<file path="src/rtl/xbus_seq_pkg.sv">
package xbus_seq_pkg;

  localparam int CFG_W = 32;
  localparam int CNT_W = 4;

  localparam int WR_TRAIL_LSB  = 0;
  localparam int WR_ACT_LSB    = 2;
  localparam int WR_LEAD_LSB   = 5;
  localparam int RD_TRAIL_LSB  = 7;
  localparam int RD_ACT_LSB    = 9;
  localparam int RD_LEAD_LSB   = 12;
  localparam int RDY_EN_BIT    = 14;
  localparam int RDY_ASYNC_BIT = 15;
  localparam int FIXED_LSB     = 16;
  localparam int SCALE_BIT     = 22;

  typedef enum logic [1:0] {
    PH_IDLE   = 2'd0,
    PH_LEAD   = 2'd1,
    PH_ACTIVE = 2'd2,
    PH_TRAIL  = 2'd3
  } phase_e;

  typedef struct packed {
    logic [CNT_W-1:0] lead;
    logic [CNT_W-1:0] act;
    logic [CNT_W-1:0] trail;
    logic             use_rdy;
    logic             rdy_async;
    logic             wr;
    logic             err;
  } access_cfg_t;

endpackage

</file>
<file path="src/rtl/xbus_cfg_decode.sv">
module xbus_cfg_decode
  import xbus_seq_pkg::*;
(
  input  logic [CFG_W-1:0] cfg_i,
  input  logic             wr_i,
  output access_cfg_t      acc_o
);

  logic [1:0]       lead_f, trail_f, lead_c;
  logic [2:0]       act_f;
  logic             scale;
  logic [CNT_W-1:0] lead_w, act_w, trail_w;
  logic             unused_bits;

  assign unused_bits = ^{cfg_i[CFG_W-1:SCALE_BIT+1], cfg_i[SCALE_BIT-1:FIXED_LSB+2]};

  always_comb begin
    if (wr_i) begin
      lead_f  = cfg_i[WR_LEAD_LSB +: 2];
      act_f   = cfg_i[WR_ACT_LSB +: 3];
      trail_f = cfg_i[WR_TRAIL_LSB +: 2];
    end else begin
      lead_f  = cfg_i[RD_LEAD_LSB +: 2];
      act_f   = cfg_i[RD_ACT_LSB +: 3];
      trail_f = cfg_i[RD_TRAIL_LSB +: 2];
    end
    scale  = cfg_i[SCALE_BIT];
    lead_c = (lead_f == 2'd0) ? 2'd1 : lead_f;

    lead_w  = {{(CNT_W-2){1'b0}}, lead_c};
    act_w   = {{(CNT_W-3){1'b0}}, act_f};
    trail_w = {{(CNT_W-2){1'b0}}, trail_f};
    if (scale) begin
      lead_w  = lead_w << 1;
      act_w   = act_w << 1;
      trail_w = trail_w << 1;
    end

    acc_o.lead      = lead_w;
    acc_o.act       = act_w + {{(CNT_W-1){1'b0}}, 1'b1};
    acc_o.trail     = trail_w;
    acc_o.use_rdy   = cfg_i[RDY_EN_BIT];
    acc_o.rdy_async = cfg_i[RDY_ASYNC_BIT];
    acc_o.wr        = wr_i;
    acc_o.err       = (lead_f == 2'd0)
                    | (cfg_i[RDY_EN_BIT] & (act_f == 3'd0))
                    | (cfg_i[FIXED_LSB +: 2] != 2'b11);

    a_r12_lead_clamped: assert (acc_o.lead != '0);
    a_r4_active_min: assert (acc_o.act != '0);
  end

endmodule

</file>
<file path="src/rtl/xbus_rdy_sync.sv">
module xbus_rdy_sync #(
  parameter int STAGES = 2
) (
  input  logic clk,
  input  logic rst,
  input  logic d_i,
  output logic q_o
);

  logic [STAGES-1:0] stage_q;

  for (genvar i = 0; i < STAGES; i++) begin : g_stage
    if (i == 0) begin : g_first
      always_ff @(posedge clk) begin
        if (rst) stage_q[0] <= 1'b0;
        else     stage_q[0] <= d_i;
      end
    end else begin : g_next
      always_ff @(posedge clk) begin
        if (rst) stage_q[i] <= 1'b0;
        else     stage_q[i] <= stage_q[i-1];
      end
    end
  end

  assign q_o = stage_q[STAGES-1];

endmodule

</file>
<file path="src/rtl/xbus_phase_fsm.sv">
module xbus_phase_fsm
  import xbus_seq_pkg::*;
(
  input  logic        clk,
  input  logic        rst,
  input  logic        req_i,
  input  access_cfg_t acc_i,
  input  logic        rdy_raw_i,
  input  logic        rdy_sync_i,
  output logic        lead_o,
  output logic        active_o,
  output logic        trail_o,
  output logic        rd_strobe_o,
  output logic        wr_strobe_o,
  output logic        done_o,
  output logic        busy_o,
  output logic        cfg_err_o
);

  localparam logic [CNT_W-1:0] ONE = {{(CNT_W-1){1'b0}}, 1'b1};

  phase_e           st_q, st_d;
  logic [CNT_W-1:0] cnt_q, cnt_d;
  access_cfg_t      cur_q;
  logic             done_d, accept, rdy_ok;

  assign accept = (st_q == PH_IDLE) && req_i;
  assign rdy_ok = !cur_q.use_rdy || (cur_q.rdy_async ? rdy_sync_i : rdy_raw_i);

  always_comb begin
    st_d   = st_q;
    cnt_d  = cnt_q;
    done_d = 1'b0;
    case (st_q)
      PH_IDLE: begin
        if (req_i) begin
          st_d  = PH_LEAD;
          cnt_d = acc_i.lead - ONE;
        end
      end
      PH_LEAD: begin
        if (cnt_q == '0) begin
          st_d  = PH_ACTIVE;
          cnt_d = cur_q.act - ONE;
        end else begin
          cnt_d = cnt_q - ONE;
        end
      end
      PH_ACTIVE: begin
        if (cnt_q != '0) begin
          cnt_d = cnt_q - ONE;
        end else if (rdy_ok) begin
          if (cur_q.trail == '0) begin
            st_d   = PH_IDLE;
            done_d = 1'b1;
          end else begin
            st_d  = PH_TRAIL;
            cnt_d = cur_q.trail - ONE;
          end
        end
      end
      PH_TRAIL: begin
        if (cnt_q == '0) begin
          st_d   = PH_IDLE;
          done_d = 1'b1;
        end else begin
          cnt_d = cnt_q - ONE;
        end
      end
      default: st_d = PH_IDLE;
    endcase
  end

  always_ff @(posedge clk) begin
    if (rst) begin
      st_q        <= PH_IDLE;
      cnt_q       <= '0;
      cur_q       <= '0;
      lead_o      <= 1'b0;
      active_o    <= 1'b0;
      trail_o     <= 1'b0;
      rd_strobe_o <= 1'b0;
      wr_strobe_o <= 1'b0;
      done_o      <= 1'b0;
      busy_o      <= 1'b0;
      cfg_err_o   <= 1'b0;
    end else begin
      st_q        <= st_d;
      cnt_q       <= cnt_d;
      if (accept) begin
        cur_q     <= acc_i;
        cfg_err_o <= acc_i.err;
      end
      lead_o      <= (st_d == PH_LEAD);
      active_o    <= (st_d == PH_ACTIVE);
      trail_o     <= (st_d == PH_TRAIL);
      rd_strobe_o <= (st_d == PH_ACTIVE) && !cur_q.wr;
      wr_strobe_o <= (st_d == PH_ACTIVE) && cur_q.wr;
      done_o      <= done_d;
      busy_o      <= (st_d != PH_IDLE);
    end
  end

  a_r3_one_phase: assert property (@(posedge clk) disable iff (rst)
    $onehot0({lead_o, active_o, trail_o}));

  a_r7_strobe_in_active: assert property (@(posedge clk) disable iff (rst)
    (rd_strobe_o || wr_strobe_o) |-> (active_o && !(rd_strobe_o && wr_strobe_o)));

  a_r8_done_single: assert property (@(posedge clk) disable iff (rst)
    done_o |=> !done_o);

  a_r8_done_after_phase: assert property (@(posedge clk) disable iff (rst)
    done_o |-> ($past(active_o || trail_o) && !busy_o));

  a_r2_lead_from_idle_req: assert property (@(posedge clk) disable iff (rst)
    $rose(lead_o) |-> ($past(req_i) && !$past(busy_o)));

  a_r4_active_held: assert property (@(posedge clk) disable iff (rst)
    (st_q == PH_ACTIVE && cnt_q != '0) |=> active_o);

endmodule

</file>
<file path="src/rtl/xbus_cycle_seq.sv">
module xbus_cycle_seq
  import xbus_seq_pkg::*;
#(
  parameter int SYNC_STAGES = 2
) (
  input  logic             clk,
  input  logic             rst,
  input  logic             req_i,
  input  logic             wr_i,
  input  logic [CFG_W-1:0] timing_i,
  input  logic             ready_i,
  output logic             lead_o,
  output logic             active_o,
  output logic             trail_o,
  output logic             rd_strobe_o,
  output logic             wr_strobe_o,
  output logic             done_o,
  output logic             busy_o,
  output logic             cfg_err_o
);

  access_cfg_t acc;
  logic        rdy_sync;

  xbus_cfg_decode u_decode (
    .cfg_i (timing_i),
    .wr_i  (wr_i),
    .acc_o (acc)
  );

  xbus_rdy_sync #(.STAGES(SYNC_STAGES)) u_sync (
    .clk (clk),
    .rst (rst),
    .d_i (ready_i),
    .q_o (rdy_sync)
  );

  xbus_phase_fsm u_fsm (
    .clk         (clk),
    .rst         (rst),
    .req_i       (req_i),
    .acc_i       (acc),
    .rdy_raw_i   (ready_i),
    .rdy_sync_i  (rdy_sync),
    .lead_o      (lead_o),
    .active_o    (active_o),
    .trail_o     (trail_o),
    .rd_strobe_o (rd_strobe_o),
    .wr_strobe_o (wr_strobe_o),
    .done_o      (done_o),
    .busy_o      (busy_o),
    .cfg_err_o   (cfg_err_o)
  );

endmodule

</file>
<file path="config.mk">
export PLATFORM = sky130hd
export DESIGN_NAME = xbus_cycle_seq
export DESIGN_NICKNAME = d
export VERILOG_FILES = /design/src/rtl/xbus_seq_pkg.sv /design/src/rtl/xbus_cfg_decode.sv /design/src/rtl/xbus_rdy_sync.sv /design/src/rtl/xbus_phase_fsm.sv /design/src/rtl/xbus_cycle_seq.sv
export SDC_FILE = /design/constraint.sdc
export NUM_CORES = 1
export LEC_CHECK = 0
export BUFFER_PORTS_ARGS = -buffer_cell sky130_fd_sc_hd__buf_2
export CAP_MARGIN = 5
export CORE_ASPECT_RATIO = 0.75
export CORE_MARGIN = 4
export CORE_UTILIZATION = 40
export CTS_CLUSTER_DIAMETER = 30
export DETAILED_ROUTE_END_ITERATION = 8
export PLACE_DENSITY = 0.76
export SLEW_MARGIN = 10
export SYNTH_ARGS = -nofsm -noshare
export SYNTH_HDL_FRONTEND = slang
export SYNTH_SLANG_ARGS = --single-unit
</file>
<file path="constraint.sdc">
create_clock -name clk -period 3.8 [get_ports clk]
set_input_delay 0.38 -clock clk [delete_from_list [all_inputs] [get_ports clk]]
set_output_delay 0.38 -clock clk [all_outputs]
set_load 0.02 [all_outputs]
</file>
* Word level (Yosys, flattened, before mapping) *
Cells that the tools add are included.

word-level totals
  bits of input ports = 37
  flip-flop bits (word level) = 27
  logic and storage cells = 77
  output and inout bits = 8

cells by class
  bitwise logic cells = 3
  equal/unequal tests = 11
  add/sub/neg operators = 5
  reduce and logical (&&, ||, !) cells = 14
  mux-type cells = 27

operators by type and width
  kind                                                                      count
  4-bit 2-to-1 mux                                                          7
  2-bit 2-to-1 mux                                                          9
  4-bit one-hot mux with 4 select lines                                     1
  4-bit by 1-bit subtractor with 4-bit output (second input constant)       3
  3-bit 2-to-1 mux                                                          3
  2-bit equality test (second input constant)                               4
  4-bit zero test                                                           2
  2-bit one-hot mux with 4 select lines                                     1
  2-bit inequality test (second input constant)                             3
  1-bit 2-to-1 mux                                                          5
  4-bit by 1-bit adder with 4-bit output (second input constant)            1
  2-bit by 1-bit equality test with 1-bit output (second input constant)    2
  2-bit zero test                                                           2
  4-bit AND reduction                                                       1
  4-bit nonzero test                                                        1
  3-bit by 1-bit subtractor with 4-bit output (second input constant)       1
  1-bit logical AND                                                         3
  3-bit zero test                                                           1
  3-bit by 1-bit inequality test with 1-bit output (second input constant)  1
  3-bit by 2-bit inequality test with 1-bit output (second input constant)  1
  1-bit zero test                                                           2
  1-bit bitwise OR                                                          2
  1-bit one-hot mux with 2 select lines                                     1
  2-bit nonzero test                                                        1
  other kinds (2)                                                           2

* Logic depth before layout (Yosys ltp) *
Gate-level depths: netlist of the first run.

  word-level depth = 7
  gate-level depth with buffers = 9
  mapped depth without buffers = 9

* Cells and area by module *
Synthesis of the first run repeated with hierarchy kept, for this count alone.

second synthesis, totals
  cell total of the unflattened synthesis = 191
  area total of the unflattened synthesis = 1639.1 µm²

modules (own cells, without submodules)
  module           seq. area each (µm²)  cells each  area each (µm²)  instances
  xbus_phase_fsm   500.5                 150         1315.0           1
  xbus_cfg_decode  0.0                   37          271.5            1
  xbus_rdy_sync    40.0                  4           52.6             1

* Worst setup path after synthesis of the first run *
OpenSTA, ideal clock, no wires.

  path kind = input port to flip-flop
  start point = in wr_i
  end point = reg u_fsm.cnt_q[1]
  path buffers = 1
  arrival time = 1793 ps
  setup slack = 1916 ps
  library setup time = 91 ps
  stages on the path = 7
  data required time = 3709 ps
  path through = clkbuf_1 nor3b_1 a211o_1 ha_1 o22ai_1 a22oi_1 a311oi_1

on the way
  cells in the longest elaborated chain, start to end = 7

RTL lines
  element                                          line                   source
  start: declaration                               xbus_cycle_seq.sv:9    input logic wr_i,
  2-bit 2-to-1 mux (*)                             xbus_cfg_decode.sv:18  if (wr_i) begin
  2-bit zero test                                  xbus_cfg_decode.sv:28  lead_c = (lead_f == 2'd0) ? 2'd1 : lead_f;
  2-bit 2-to-1 mux (*)                             xbus_cfg_decode.sv:28
  3-bit 2-to-1 mux (*)                             xbus_cfg_decode.sv:33  if (scale) begin
  3-bit by 1-bit subtractor with 4-bit output (*)  xbus_phase_fsm.sv:38   cnt_d = acc_i.lead - ONE;
  4-bit 2-to-1 mux (*)                             xbus_phase_fsm.sv:36   if (req_i) begin
  4-bit one-hot mux with 4 select lines (*)        xbus_phase_fsm.sv:34   case (st_q)
  end signal: assignment                           xbus_phase_fsm.sv:89   cnt_q <= cnt_d;
  end: declaration                                 xbus_phase_fsm.sv:23   logic [CNT_W-1:0] cnt_q, cnt_d;

Mark *: on every way between the ends. The rest lies on a longest branch, timed or not. The select of a mux whose other input is x is not followed.
A chain may end at the register's enable or synchronous reset.

* Final worst setup path of the first run *
  start point = reg u_fsm.cnt_q[0]
  end point = reg u_fsm.trail_o

on the way
  cells in the longest elaborated chain, start to end = 4
  elaborated cells between the ends (all ways) = 7
  classes of those cells = eq/ne (1); mux (4); reduce/logical (2)

RTL lines
  element                                                       line                                                              source
  4-bit zero test / 4-bit nonzero test (equally long branches)  xbus_phase_fsm.sv:42, xbus_phase_fsm.sv:63, xbus_phase_fsm.sv:50
  2-bit 2-to-1 mux, on equally long branches                    xbus_phase_fsm.sv:63, xbus_phase_fsm.sv:42, xbus_phase_fsm.sv:50
  2-bit one-hot mux with 4 select lines (*)                     xbus_phase_fsm.sv:34
  2-bit equality test (*)                                       xbus_phase_fsm.sv:96                                              trail_o <= (st_d == PH_TRAIL);
  end signal: assignment                                        xbus_phase_fsm.sv:96
  end: declaration                                              xbus_phase_fsm.sv:12                                              output logic trail_o,

Mark *: on every way between the ends. The rest lies on a longest branch, timed or not.

==> impl_metrics.py, run 1 <==
metrics = {
    "timing": {
        "rsz0062_at_grt": "no",
        "layout_setup_ws_ns": 1.76,
        "hold_viol_final": 0,
        "max_freq_mhz": 491,
        "period_minus_slack_ns": 2.04,
        "fin_hold_ws_ns": 0.340,
        "setup_tns_ns": 0,
        "clock_skew_ns": 0.00200,
        "fin_crit_sh_pct": 53.6,
        "relSlewSlack_pct": 49.3,
        "worstMarginPinSlew_ns": 0.750,
        "final-setup-viol-count": 0,
        "slew_viol_final": 0,
    },
    "yosys": {
        "ys_seq_area_share_pct": 32.5,
        "synth_top_flop_cell": "dfxtp_1",
        "syn_area_um2": 1600,
        "syn_area_per_cell_um2": 8.47,
        "synthDistinctLibCells": 57,
        "ys_seq_elements": 26,
        "yosys_warnings": 0,
        "synth_async_sr_flop_share_pct": 0,
        "syn_nets": 233,
        "synth_cells": 189,
        "synth_edf_count": 0,
    },
    "finish": {
        "final_common_cell": "buf_2",
        "syn2layout_area_growth_pct": 13.2,
        "diodes": 0,
        "layout-drive-gt1-share_pct": 23.0,
        "final_cell_mix": "buf_2, dfxtp_1, a21oi_1",
        "nFillCells": 407,
        "layout.nets": 258,
        "largest_reg_flops": 10,
        "top_register": "u_fsm.cur_q",
        "top_regs": "u_fsm.cur_q (10), u_fsm.cnt_q (4), u_fsm.st_q (2)",
        "stdcell_count": 265,
    },
    "setup_path": {
        "path_class": "reg2reg",
        "critical_path.max_fanout": 7,
        "critical_path.cell_chain": "inv_1 -> ha_1 -> or3b_1 -> a22o_1 -> o21ai_2 -> inv_2 -> and2_1",
        "cp_data_arrival_time_ns": 2.21,
        "cp_slowest_cell": "or3b_1",
        "cpPeakStageDelay_ns": 0.50,
        "required_ns": 3.97,
        "crit_path_start_kind": "flip-flop",
        "crit_path_end_kind": "flip-flop",
        "reg2reg_depth": 7,
    },
    "clock_network": {
        "ctsResizeCount": 0,
        "post_cts_buffers": 0,
        "cts_max_level": 1,
        "path_clk_slew_ns": 0.09,
        "clk_path_buf_depth": 2,
        "numCtsBuffers": 3,
        "clock_latency_ns": 0.27,
        "cts_root_buf": "clkbuf_8",
        "hold_buffers": 0,
        "cts_sinks": 26,
        "cts_tree": "done",
    },
    "power": {
        "powerDensity_nw_per_um2": 659,
        "peakVddDrop_mv": 0.370,
        "p_leak_nw": 0.741,
        "power.total_mw": 1.20,
    },
    "place": {
        "dp_hpwl_mm": 2.52,
        "dp_cells": 261,
        "place_ws_ns": 1.79,
        "portBuffers": 31,
        "place_congestion": 0.862,
    },
    "floorplanning": {
        "dieWidth_um": 81.1,
        "fp.dieH_um": 62.8,
        "io_pins": 45,
        "initial_core_util_pct": 42.6,
        "rows": 19,
        "dieArea_um2": 5090,
        "core_area_um2": 3760,
    },
    "drt": {
        "first_pass_iters": 4,
        "drtIter0Drc": 94,
        "drc": 0,
        "vias": 1406,
        "ant_nets": 0,
        "routedWlPerCell_um": 12.9,
        "drt-total-wl_mm": 3.42,
        "vias_per_cell": 5.31,
    },
    "grt": {
        "grt_pass1_vias": 1348,
        "grt-ovfl-total": 0,
        "grt_usage_pct": 14.7,
        "grt_pass1_wl_mm": 6.08,
        "grt_max_degree": 21,
        "antenna_found_initial": 0,
    },
    "flow_run": {
        "drv_cap": 0,
    },
    "outcome": {
        "outcome": "finished clean",
    },
    "hold_path": {
        "min_path_cells": 2,
        "hp-class": "in2reg",
    },
}
[synthesized netlist by cell type, types with 3 or more instances]
library cell	number	area [um2]
nand2_1	16	60.1
ha_1	7	87.6
a31oi_1	3	18.8
nor3_1	10	50.1
a311oi_1	3	26.3
o21ai_0	5	25.0
inv_1	12	45.0
dfxtp_1	26	521
clkbuf_8	3	41.3
nor2_1	15	56.3
clkbuf_1	6	22.5
xnor2_1	3	26.3
mux2i_1	7	70.1
nor2b_1	5	31.3
a21oi_1	18	90.1
[logic make-up (layout without fill, tap and decap cells)]
group / after synthesis / after routing / synth area share (%)
fa+ha+maj: 7 / 7 / 5.47
compound gates: 52 / 52 / 23.4
simple gates: 68 / 68 / 23.1
xor+xnor: 3 / 3 / 1.64
flops: 26 / 26 / 32.5
buf+inv: 24 / 48 / 8.05
mux: 9 / 9 / 5.78
[per-stage QoR]
step,area (um2),utilization [%]
floorplan,1600,-
global placement,1740,46.4
detailed placement,1740,46.4
CTS,1810,48.3
global route,1810,48.3
finish,1810,48.3
[routing by layer]
layer | vias up | track usage, % | wire length (um)
met1 | 630 | 20.1 | 1650
li1 | 732 | - | -
met3 | 2 | 3.89 | 223
met4 | 0 | 3.59 | 11
met5 | - | 0 | 0
met2 | 42 | 22.7 | 1530
[critical path: cells and delay by family (launching register included)]
family | cells | cell delay, ns
buffers and inverters | 2 | 0.17
and+or+nand+nor | 2 | 0.65
AOI/OAI and AO/OA | 2 | 0.55
adders and majority gates | 1 | 0.23
DFF | 1 | 0.34
[worst paths after layout]
path	start	slack, ns	endpoint
max	u_fsm.cnt_q[0]	1.76	u_fsm.trail_o
min	ready_i	0.34	u_sync.stage_q[0]
max reg2reg	u_fsm.cnt_q[0]	1.76	u_fsm.trail_o
min reg2reg	u_sync.stage_q[0]	0.44	u_sync.q_o
[cell type report]
type | count | area (um2) | share of cell area (%)
timing repair buffer | 31 | 155 | 8.56
sequential | 26 | 520 | 28.7
tap | 52 | 65.1 | 3.59
clock buffer | 3 | 41.3 | 2.28
clock inverter | 1 | 30.0 | 1.66
multi-input combinational | 139 | 952 | 52.5
inverter | 13 | 48.8 | 2.69
[where the power goes]
part           internal (mW)  switching (mW)
Clock                  0.141          0.0841
Combinational          0.238           0.308
Sequential             0.337          0.0871
(Power assumes the default switching activity.)
==> inputs of run 2 (changes only) <==
==> constraint.sdc (replaced) <==
create_clock -name clk -period 1.9 [get_ports clk]
set_input_delay 0.19 -clock clk [delete_from_list [all_inputs] [get_ports clk]]
set_output_delay 0.19 -clock clk [all_outputs]
set_load 0.02 [all_outputs]
==> run 2 against run 1 <==
Effect of this change: sequential power rose by 81%; critical endpoint is now u_fsm.cnt_q[0]; total power rose by 120%; register-to-register slack got worse by 1.7 ns; sequential share of layout area fell by 2.2 points; non-clock buffer count rose by 18; clock power rose by 100%.
==> impl_metrics.py, run 2 (synthesized netlist as in run 1, its figures left out) <==
metrics = {
    "setup_path": {
        "cp_slowest_cell": "nor4b_1",
        "crit_path_end_kind": "flip-flop",
        "cp_data_arrival_time_ns": 2.00,
        "timing.rr.start": "u_fsm.cnt_q[1]",
        "r2r_setup_slack_ns": 0.07,
        "required_ns": 2.07,
        "path_class": "reg2reg",
        "crit_buf_inv": 3,
        "crit_path_start_kind": "flip-flop",
        "worstReg2RegEnd": "u_fsm.cnt_q[0]",
        "cp_top_family": "simple AND/OR/NAND/NOR gates",
        "path_depth": 7,
        "critical_path.cell_chain": "inv_1 -> ha_1 -> buf_4 -> nor4b_1 -> buf_4 -> a221oi_1 -> o41ai_2",
        "crit_path_start": "u_fsm.cnt_q[1]",
        "reg2reg_depth": 7,
        "cpPeakStageDelay_ns": 0.46,
        "cp_common_cell": "buf_4",
        "critical_path.max_fanout": 4,
        "crit_end": "u_fsm.cnt_q[0]",
    },
    "grt": {
        "grt_pass1_vias": 1364,
        "grt_use_met3_pct": 2.88,
        "antenna_found_initial": 0,
        "grt_pass1_wl_mm": 6.16,
        "grt-ovfl-total": 0,
        "grt_max_degree": 21,
        "grtUsageMet2_pct": 23.2,
        "grtUsageMet1_pct": 21.3,
        "grt_usage_pct": 14.8,
        "grt_most_used_layer": "met2",
    },
    "finish": {
        "final_cell_mix": "buf_2, dfxtp_1, buf_4",
        "largest_reg_flops": 10,
        "diodes": 0,
        "top_regs": "u_fsm.cur_q (10), u_fsm.cnt_q (4), u_fsm.st_q (2)",
        "syn2layout_area_growth_pct": 22.7,
        "top_register": "u_fsm.cur_q",
        "final_common_cell": "buf_2",
        "ff_latch_area_um2": 522,
        "layout-drive-gt1-share_pct": 31.2,
        "nFillCells": 385,
        "layout.nets": 276,
        "multi_input_area_um2": 968,
    },
    "floorplanning": {
        "dieArea_um2": 5090,
        "core_area_um2": 3760,
        "rows": 19,
        "fp.dieH_um": 62.8,
        "initial_core_util_pct": 42.6,
        "dieWidth_um": 81.1,
        "io_pins": 45,
    },
    "flow_run": {
        "drv_cap": 0,
    },
    "clock_network": {
        "clock_latency_ns": 0.27,
        "cts_sinks": 26,
        "clk_path_buf_depth": 2,
        "cts_max_level": 1,
        "path_clk_slew_ns": 0.09,
        "cts_tree": "done",
        "cts_root_buf": "clkbuf_8",
        "numCtsBuffers": 3,
    },
    "timing": {
        "period_minus_slack_ns": 1.83,
        "worstMarginPinSlew_ns": 0.546,
        "setup_tns_ns": 0,
        "hold_viol_final": 0,
        "relSlewSlack_pct": 63.1,
        "fin_crit_sh_pct": 96.3,
        "final-setup-viol-count": 0,
        "fin_hold_ws_ns": 0.146,
        "slew_viol_final": 0,
        "rsz0062_at_grt": "no",
        "clock_skew_ns": 0.00874,
        "max_freq_mhz": 547,
    },
    "power": {
        "pwr-share-clk_pct": 16.8,
        "p_sw_share_pct": 38.5,
        "seq_power_share_pct": 28.8,
        "powerDensity_nw_per_um2": 1360,
        "peakVddDrop_mv": 0.708,
        "power.total_mw": 2.67,
        "p_leak_nw": 0.837,
        "switchingPower_mw": 1.03,
        "p_comb_share_pct": 54.4,
        "intPower_mw": 1.64,
    },
    "drt": {
        "first_pass_iters": 4,
        "drc": 0,
        "ant_nets": 0,
        "vias": 1511,
        "drt-total-wl_mm": 3.61,
        "routedWlPerCell_um": 12.7,
        "vias_per_cell": 5.34,
        "drtIter0Drc": 97,
    },
    "place": {
        "place_congestion": 0.898,
        "portBuffers": 31,
        "dp_hpwl_mm": 2.72,
    },
    "hold_path": {
        "hp-class": "in2reg",
        "min_from": "ready_i",
    },
    "outcome": {
        "outcome": "finished clean",
    },
}
run 2: cell types whose count changed in the layout (fill, tap and decap cells not counted), sizes merged:
| cell | change |
|---|---|
| buf | +18 |
run 2: per-stage QoR:
stage / setup WS (ns) / instance area (um2) / cells / util, %
2_1_floorplan: 0.0901 / 1600 / 189 / -
3_3_place_gp: 0.0835 / 1880 / 279 / 50.0
3_5_place_dp: 0.0855 / 1880 / 279 / 50.0
4_1_cts: 0.0239 / 1950 / 283 / 51.9
5_1_grt: 0.00270 / 1970 / 283 / 52.3
6_report: 0.0708 / 1970 / 283 / 52.3
run 2: cell type report:
cell class / count / area share [%]
flip-flops and latches: 26 / 26.5
clock buffers: 3 / 2.10
multi-input cells: 139 / 49.3
well taps: 52 / 3.31
repair buffers: 49 / 14.8
inverters: 13 / 2.48
clock inverters: 1 / 1.53
run 2: how the worst min path moves through the flow:
stage | slack (ns) | depth (start not counted) | end
2_1_floorplan | 0.32 | 1 | u_sync.stage_q[0]
3_3_place_gp | 0.42 | 1 | u_sync.q_o
3_5_place_dp | 0.43 | 1 | u_sync.q_o
4_1_cts | 0.14 | 2 | u_sync.stage_q[0]
5_1_grt | 0.17 | 3 | u_fsm.cur_q[2]
6_report | 0.15 | 2 | u_sync.stage_q[0]
run 2: power by group through the flow:
stage                     Combinational (mW)  Clock [mW]  Sequential [mW]
after global routing                    1.58       0.479            0.786
after detailed placement                1.38           0            0.778
after CTS                               1.40       0.460            0.765
after floorplan                        0.922           0            0.818
after global placement                  1.36           0            0.773
final                                   1.45       0.449            0.769
run 2: worst reg2reg max path: stages, from the launching register on:
cell,delay [ns]
dfxtp_1,0.32
inv_1,0.07
ha_1,0.16
buf_4,0.13
nor4b_1,0.46
buf_4,0.22
a221oi_1,0.09
o41ai_2,0.29
run 2: what timing repair did:
item | in CTS | in global routing
hold buffers | 0 | 0
setup buffers | 0 | 0
gates resized for setup | 0 | 6
setup endpoints to repair | 0 | 4
run 2: layer usage:
metal | part of all wire [%] | vias up
li1 | - | 770
met1 | 46 | 674
met2 | 45 | 65
met3 | 8.2 | 2
met4 | 0.31 | 0
met5 | 0 | -
